File: config.mk
export PLATFORM = sky130hd
export DESIGN_NAME = sdram_col_seq
export DESIGN_NICKNAME = d
export VERILOG_FILES = /design/src/rtl/sdram_col_pkg.sv /design/src/rtl/scs_len_decode.sv /design/src/rtl/scs_beat_ctr.sv /design/src/rtl/scs_addr_map.sv /design/src/rtl/sdram_col_seq.sv
export SDC_FILE = /design/constraint.sdc
export NUM_CORES = 1
export LEC_CHECK = 0
export BUFFER_PORTS_ARGS = -buffer_cell sky130_fd_sc_hd__buf_2
export CORE_MARGIN = 2
export CORE_UTILIZATION = 45
export DETAILED_ROUTE_END_ITERATION = 8
export GPL_ROUTABILITY_DRIVEN = 0
export PLACE_DENSITY = 0.66
export SLEW_MARGIN = 25
export SYNTH_ARGS = -nofsm -noshare
export SYNTH_HDL_FRONTEND = slang
export SYNTH_HIERARCHICAL = 1
export SYNTH_SLANG_ARGS = --single-unit
export TNS_END_PERCENT = 5
File: constraint.sdc
create_clock -name clk -period 2.2 [get_ports clk]
set_input_delay 0.11 -clock clk [delete_from_list [all_inputs] [get_ports clk]]
set_output_delay 0.11 -clock clk [all_outputs]
set_load 0.005 [all_outputs]
File: src/rtl/sdram_col_pkg.sv
package sdram_col_pkg;
   localparam int unsigned LEN_CODE_W = 3;
   localparam int unsigned MAX_LG     = 3;

   typedef enum logic [1:0] {
      BL_ONE   = 2'd0,
      BL_TWO   = 2'd1,
      BL_FOUR  = 2'd2,
      BL_EIGHT = 2'd3
   } bl_sel_e;

   function automatic logic code_is_full(input logic [LEN_CODE_W-1:0] code);
      return code[LEN_CODE_W-1];
   endfunction

   function automatic bl_sel_e code_sel(input logic [LEN_CODE_W-1:0] code);
      return bl_sel_e'(code[1:0]);
   endfunction
endpackage

File: src/rtl/scs_len_decode.sv
module scs_len_decode
   import sdram_col_pkg::*;
#(
   parameter int unsigned COL_W = 8
) (
   input  logic [LEN_CODE_W-1:0] code_i,
   output logic [COL_W-1:0]      mask_o,
   output logic                  full_o
);
   localparam logic [COL_W-1:0] ONE = {{(COL_W-1){1'b0}}, 1'b1};

   initial begin
      if (COL_W < MAX_LG + 1) $fatal(1, "COL_W too small for an 8-beat burst");
   end

   logic [COL_W-1:0] span;

   always_comb begin
      full_o = code_is_full(code_i);
      span   = ONE << code_sel(code_i);
      mask_o = full_o ? {COL_W{1'b1}} : (span - ONE);
   end
endmodule

File: src/rtl/scs_beat_ctr.sv
module scs_beat_ctr #(
   parameter int unsigned COL_W = 8
) (
   input  logic             clk,
   input  logic             rst_n,
   input  logic             start_i,
   input  logic [COL_W-1:0] new_mask_i,
   input  logic             new_full_i,
   input  logic [COL_W-1:0] cur_mask_i,
   input  logic             cur_full_i,
   input  logic             stop_i,
   output logic             act_o,
   output logic             last_o,
   output logic             adv_o,
   output logic [COL_W-1:0] cnt_nxt_o
);
   logic [COL_W-1:0] cnt_q;
   logic             act_q;
   logic             last_q;
   logic             stop_end;

   assign cnt_nxt_o = cnt_q + 1'b1;
   assign stop_end  = stop_i && cur_full_i;
   assign adv_o     = act_q && !start_i && !stop_end && !last_q;
   assign act_o     = act_q;
   assign last_o    = last_q;

   always_ff @(posedge clk or negedge rst_n) begin
      if (!rst_n) begin
         act_q  <= 1'b0;
         cnt_q  <= '0;
         last_q <= 1'b0;
      end else if (start_i) begin
         act_q  <= 1'b1;
         cnt_q  <= '0;
         last_q <= !new_full_i && (new_mask_i == '0);
      end else if (act_q) begin
         if (stop_end || last_q) begin
            act_q  <= 1'b0;
            last_q <= 1'b0;
         end else begin
            cnt_q  <= cnt_nxt_o;
            last_q <= !cur_full_i && (cnt_nxt_o == cur_mask_i);
         end
      end
   end

   // every advancing beat moves the count by one
   p_count_step_r3: assert property (@(posedge clk) disable iff (!rst_n)
      adv_o |=> (cnt_q == $past(cnt_q) + 1'b1));
   // a start always rewinds the count
   p_restart_zero_r9: assert property (@(posedge clk) disable iff (!rst_n)
      start_i |=> (cnt_q == '0) && act_q);
   // the last beat ends the burst unless a start arrives
   p_last_ends_r5: assert property (@(posedge clk) disable iff (!rst_n)
      (last_q && !start_i) |=> !act_q);
endmodule

File: src/rtl/scs_addr_map.sv
module scs_addr_map #(
   parameter int unsigned COL_W  = 8,
   parameter bit          ILV_EN = 1'b1
) (
   input  logic [COL_W-1:0] base_i,
   input  logic [COL_W-1:0] cnt_i,
   input  logic [COL_W-1:0] mask_i,
   input  logic             full_i,
   input  logic             ilv_i,
   output logic [COL_W-1:0] addr_o
);
   logic [COL_W-1:0] seq_addr;
   logic [COL_W-1:0] sum;

   assign sum      = base_i + cnt_i;
   assign seq_addr = (base_i & ~mask_i) | (sum & mask_i);

   generate
      if (ILV_EN) begin : g_ilv
         logic use_ilv;
         assign use_ilv = ilv_i && !full_i;
         assign addr_o  = use_ilv ? (base_i ^ cnt_i) : seq_addr;
      end else begin : g_seq_only
         logic unused_ilv;
         assign unused_ilv = ilv_i;
         assign addr_o     = seq_addr;
      end
   endgenerate
endmodule

File: src/rtl/sdram_col_seq.sv
module sdram_col_seq
   import sdram_col_pkg::*;
#(
   parameter int unsigned COL_W  = 8,
   parameter bit          ILV_EN = 1'b1
) (
   input  logic                  clk,
   input  logic                  rst_n,
   input  logic                  start_i,
   input  logic [COL_W-1:0]      start_col_i,
   input  logic [LEN_CODE_W-1:0] len_code_i,
   input  logic                  ilv_i,
   input  logic                  stop_i,
   output logic [COL_W-1:0]      col_o,
   output logic                  valid_o,
   output logic                  last_o,
   output logic                  stop_bad_o
);
   logic [COL_W-1:0] new_mask;
   logic             new_full;
   logic [COL_W-1:0] base_q;
   logic [COL_W-1:0] mask_q;
   logic             full_q;
   logic             ilv_q;
   logic [COL_W-1:0] col_q;
   logic             bad_q;
   logic             act;
   logic             adv;
   logic [COL_W-1:0] cnt_nxt;
   logic [COL_W-1:0] next_addr;

   scs_len_decode #(.COL_W(COL_W)) u_dec (
      .code_i (len_code_i),
      .mask_o (new_mask),
      .full_o (new_full)
   );

   scs_beat_ctr #(.COL_W(COL_W)) u_ctr (
      .clk        (clk),
      .rst_n      (rst_n),
      .start_i    (start_i),
      .new_mask_i (new_mask),
      .new_full_i (new_full),
      .cur_mask_i (mask_q),
      .cur_full_i (full_q),
      .stop_i     (stop_i),
      .act_o      (act),
      .last_o     (last_o),
      .adv_o      (adv),
      .cnt_nxt_o  (cnt_nxt)
   );

   scs_addr_map #(.COL_W(COL_W), .ILV_EN(ILV_EN)) u_map (
      .base_i (base_q),
      .cnt_i  (cnt_nxt),
      .mask_i (mask_q),
      .full_i (full_q),
      .ilv_i  (ilv_q),
      .addr_o (next_addr)
   );

   always_ff @(posedge clk or negedge rst_n) begin
      if (!rst_n) begin
         base_q <= '0;
         mask_q <= '0;
         full_q <= 1'b0;
         ilv_q  <= 1'b0;
         col_q  <= '0;
         bad_q  <= 1'b0;
      end else begin
         bad_q <= stop_i && !start_i && !(act && full_q);
         if (start_i) begin
            base_q <= start_col_i;
            mask_q <= new_mask;
            full_q <= new_full;
            ilv_q  <= ilv_i;
            col_q  <= start_col_i;
         end else if (adv) begin
            col_q  <= next_addr;
         end
      end
   end

   assign col_o      = col_q;
   assign valid_o    = act;
   assign stop_bad_o = bad_q;

   // a start is visible on the next cycle
   p_start_load_r2: assert property (@(posedge clk) disable iff (!rst_n)
      start_i |=> valid_o && (col_o == $past(start_col_i)));
   // full page never flags a last beat
   p_full_no_last_r6: assert property (@(posedge clk) disable iff (!rst_n)
      (valid_o && full_q) |-> !last_o);
   // non-full addresses stay in the aligned block
   p_in_block_r3: assert property (@(posedge clk) disable iff (!rst_n)
      (valid_o && !full_q) |-> ((col_o & ~mask_q) == (base_q & ~mask_q)));
   // a legal stop closes the burst
   p_stop_close_r7: assert property (@(posedge clk) disable iff (!rst_n)
      (stop_i && !start_i && valid_o && full_q) |=> !valid_o);
   // an illegal stop is flagged
   p_stop_flag_r8: assert property (@(posedge clk) disable iff (!rst_n)
      (stop_i && !start_i && !(valid_o && full_q)) |=> stop_bad_o);
   // column holds while idle
   p_idle_hold_r5: assert property (@(posedge clk) disable iff (!rst_n)
      (!valid_o && !start_i) |=> $stable(col_o));
endmodule

==> out/results.ini <==
[setup_path]
crit_chain = ha_4 > nand3_4 > nor2_4 > xnor2_1 > ha_1 > nand2_1 > o21bai_2 > o31a_1 > a211oi_2 > xnor2_1 > mux2i_1 > o21ai_1
crit_required_ps = 2420
crit_slowest_cell = dfrtp_2
worstSetupEndpointType = flip-flop
path_buf_inv = 0
cp_top_family = compound AO/OA/AOI/OAI gates
arrival_ps = 2560
critPathKind = flip-flop to flip-flop
cp-start-kind = flip-flop
slowest_delay_ps = 440
path_max_fanout = 4
crit_top_cell = xnor2_1

[layout]
diodes = 0
syn2layout_area_growth_pct = 20.9
mostFrequentLayoutCells = 34 x dfrtp_1, 29 x buf_4, 26 x buf_2, 21 x o21ai_0, 20 x nand2_1
nNetsFinal = 333
drive_above_1_share_pct = 33.9
nFillCells = 494
stdcell_count = 377
final_common_cell = dfrtp_1

[drt]
viasPerCell = 5.28
drc = 0
wl_per_cell_um = 14.4
firstDrtPassIters = 5
drt-initial-drc-count = 79
drt-total-wl_um = 5410
vias = 1991
antenna_left = 0

[timing]
worst_hold_slack_ps = 37.8
worstMarginPinSlew_ps = 833
rsz0062_at_grt = true
max_freq_mhz = 427
setup_tns_ps = -274
post-route-worst-setup-slack_ps = -143
finalMaxSlewViolations = 0
fin_crit_sh_pct = 107
slew-limit-headroom_pct = 44.5
setup_viol = 4
fin_worst_skew_ps = 6.73
finalHoldViolCount = 0
fin_crit_ps = 2340

[global_routing]
grt_pass1_vias = 2019
grt_use_total_pct = 19.2
grt_pass1_wl_um = 9200
grt_overflow = 0
grt_max_degree = 38
grt_antenna_before_repair = 0

[floorplan]
initial_core_util_pct = 47.3
ioPinCount = 27
dieHeight_um = 78.0
placementRows = 26
die-area_um2 = 6080
die_w_um = 78.0
coreArea_um2 = 5200

[yosys]
synth_seq_cells = 37
synthFlopType = dfrtp_1
ys_seq_area_share_pct = 37.6
synth_edf_count = 0
ys_types = 54
synth_nets = 287
async_flop_share_pct = 100
yosys_warnings = 6
synth_cells = 261
synth.avg_cell_area_um2 = 9.44
syn_area_um2 = 2460

[clock_network]
clk_pin_slew_worst_paths_ps = 70
cts_htree_levels = 2
cts.sinks = 37
clockRootBuffer = clkbuf_8
cts_buffers = 5
cts_tree = yes
cts_buffer_depth = 2
insertion_delay_ps = 290

[status]
failed_checks = negative setup slack
status = complete, but fails checks

[pwr]
switching_power_w = 0.000544
switching_share_pct = 30.9
powerDensity_nw_per_um2 = 590
leakagePower_nw = 1.31
p_seq_share_pct = 45.9
internal_power_w = 0.00121
power_w = 0.00176
irDropWorstVdd_uv = 406
clkPwrFrac_pct = 25.6
combinationalPowerShare_pct = 28.4

[place]
dp_hpwl_um = 3880
placed_cells = 365
port_buffers = 26
place_ws_ps = -225

[min_path]
min-delay-path-class = input port to flip-flop

[run]
max_cap_viol_count = 0

cells in the mapped netlist, types with 2 or more instances:
library cell / count / area (um^2)
inv_1: 18 / 67.6
a211oi_1: 2 / 15.0
buf_6: 2 / 22.5
nor2b_1: 4 / 25.0
buf_2: 6 / 30.0
or3_1: 2 / 12.5
nand2b_1: 4 / 25.0
xnor2_1: 14 / 123
clkbuf_1: 4 / 15.0
o2111ai_1: 2 / 17.5
ha_1: 9 / 113
nor3b_1: 4 / 30.0
nand2_1: 21 / 78.8
nor4_1: 3 / 18.8
mux2i_1: 8 / 80.1
buf_4: 4 / 30.0
mux2_2: 7 / 78.8
a21oi_2: 2 / 17.5
nor2_1: 15 / 56.3
a31oi_1: 2 / 12.5
o21ai_0: 26 / 130
a21o_2: 2 / 17.5
xor2_1: 6 / 52.6
and2_1: 2 / 12.5
mux2_4: 5 / 75.1
nand3_1: 4 / 20.0
a21oi_1: 12 / 60.1
o22a_1: 4 / 35.0
dfrtp_1: 37 / 926
nor3_1: 6 / 30.0
power by group through the flow:
stage               combinational, W  clock, W  sequential [W]
global route                0.000559  0.000496        0.000817
CTS                         0.000480  0.000467        0.000807
detailed placement          0.000451         0        0.000822
finish                      0.000500  0.000451        0.000808
global placement            0.000446         0        0.000819
floorplan                   0.000315         0        0.000812
through the flow:
stage          util, %  cell area (um^2)
2_1_floorplan        -              2490
3_3_place_gp      53.5              2780
3_5_place_dp      53.5              2780
4_1_cts           56.2              2930
5_1_grt           57.2              2980
6_report          57.2              2980
kinds of logic (layout without fill, tap and decap cells):
group / count (synthesis) / in the layout / synth area share (%)
xor+xnor: 20 / 20 / 7.11
fa+ha+maj: 10 / 10 / 5.38
flops: 37 / 37 / 37.6
simple gates: 74 / 74 / 15.9
buf+inv: 35 / 81 / 7.31
compound gates: 65 / 65 / 17.2
mux: 20 / 20 / 9.50
registers in the layout (all words and copies together), names as in the netlist:
register and flops:
base_q 8, col_o 8, u_ctr/last_o 1, ilv_q 1, u_ctr/cnt_q 8, full_q 1
mask_q 8, stop_bad_o 1, u_ctr/act_o 1
what timing repair did:
action	CTS	global route
buffers inserted	4	0
setup endpoints to repair	5	6
resized for setup	9	13
pin swaps	11	9
hold buffers	1	0
hold endpoints to repair	37	0
worst paths after layout:
check / startpoint / to / slack, ps / cells past startpoint
setup / recovery: u_ctr/cnt_q[0]$_DFFE_PN0P_ / col_o[7]$_DFFE_PN0P_ / -140 / 12
hold / removal: start_col_i[4] / col_o[4]$_DFFE_PN0P_ / 40 / 3
setup reg to reg: u_ctr/cnt_q[0]$_DFFE_PN0P_ / col_o[7]$_DFFE_PN0P_ / -140 / 12
hold reg to reg: ilv_q$_DFFE_PN0P_ / ilv_q$_DFFE_PN0P_ / 500 / 1
max in group asynchronous: rst_n / u_ctr/cnt_q[4]$_DFFE_PN0P_ / 1160 / 2
min in group asynchronous: rst_n / u_ctr/act_o$_DFF_PN0_ / 450 / 2
final cells by class:
type | instances | area (um^2) | share of cell area, %
clock inverter | 1 | 5.00 | 0.168
multi-input combinational | 189 | 1460 | 49.0
inverter | 18 | 67.6 | 2.27
tap | 70 | 87.6 | 2.94
clock buffer | 6 | 72.6 | 2.44
timing repair buffer | 56 | 358 | 12.0
sequential | 37 | 930 | 31.2
tightest hold or removal path: stages:
cell and delay (ps):
buf_2 70, nand2_1 50, o21ai_0 60
routing by layer:
| layer | part of all wire (%) | up-vias | wire length, um | GRT usage, % |
|---|---|---|---|---|
| met2 | 50 | 26 | 2690 | 31.5 |
| met5 | 0 | - | 0 | 0 |
| li1 | - | 1002 | - | - |
| met4 | 1.6 | 0 | 85 | 7.19 |
| met3 | 2.3 | 8 | 122 | 3.60 |
| met1 | 47 | 955 | 2520 | 25.2 |
Power figures use the tool's default switching activity.
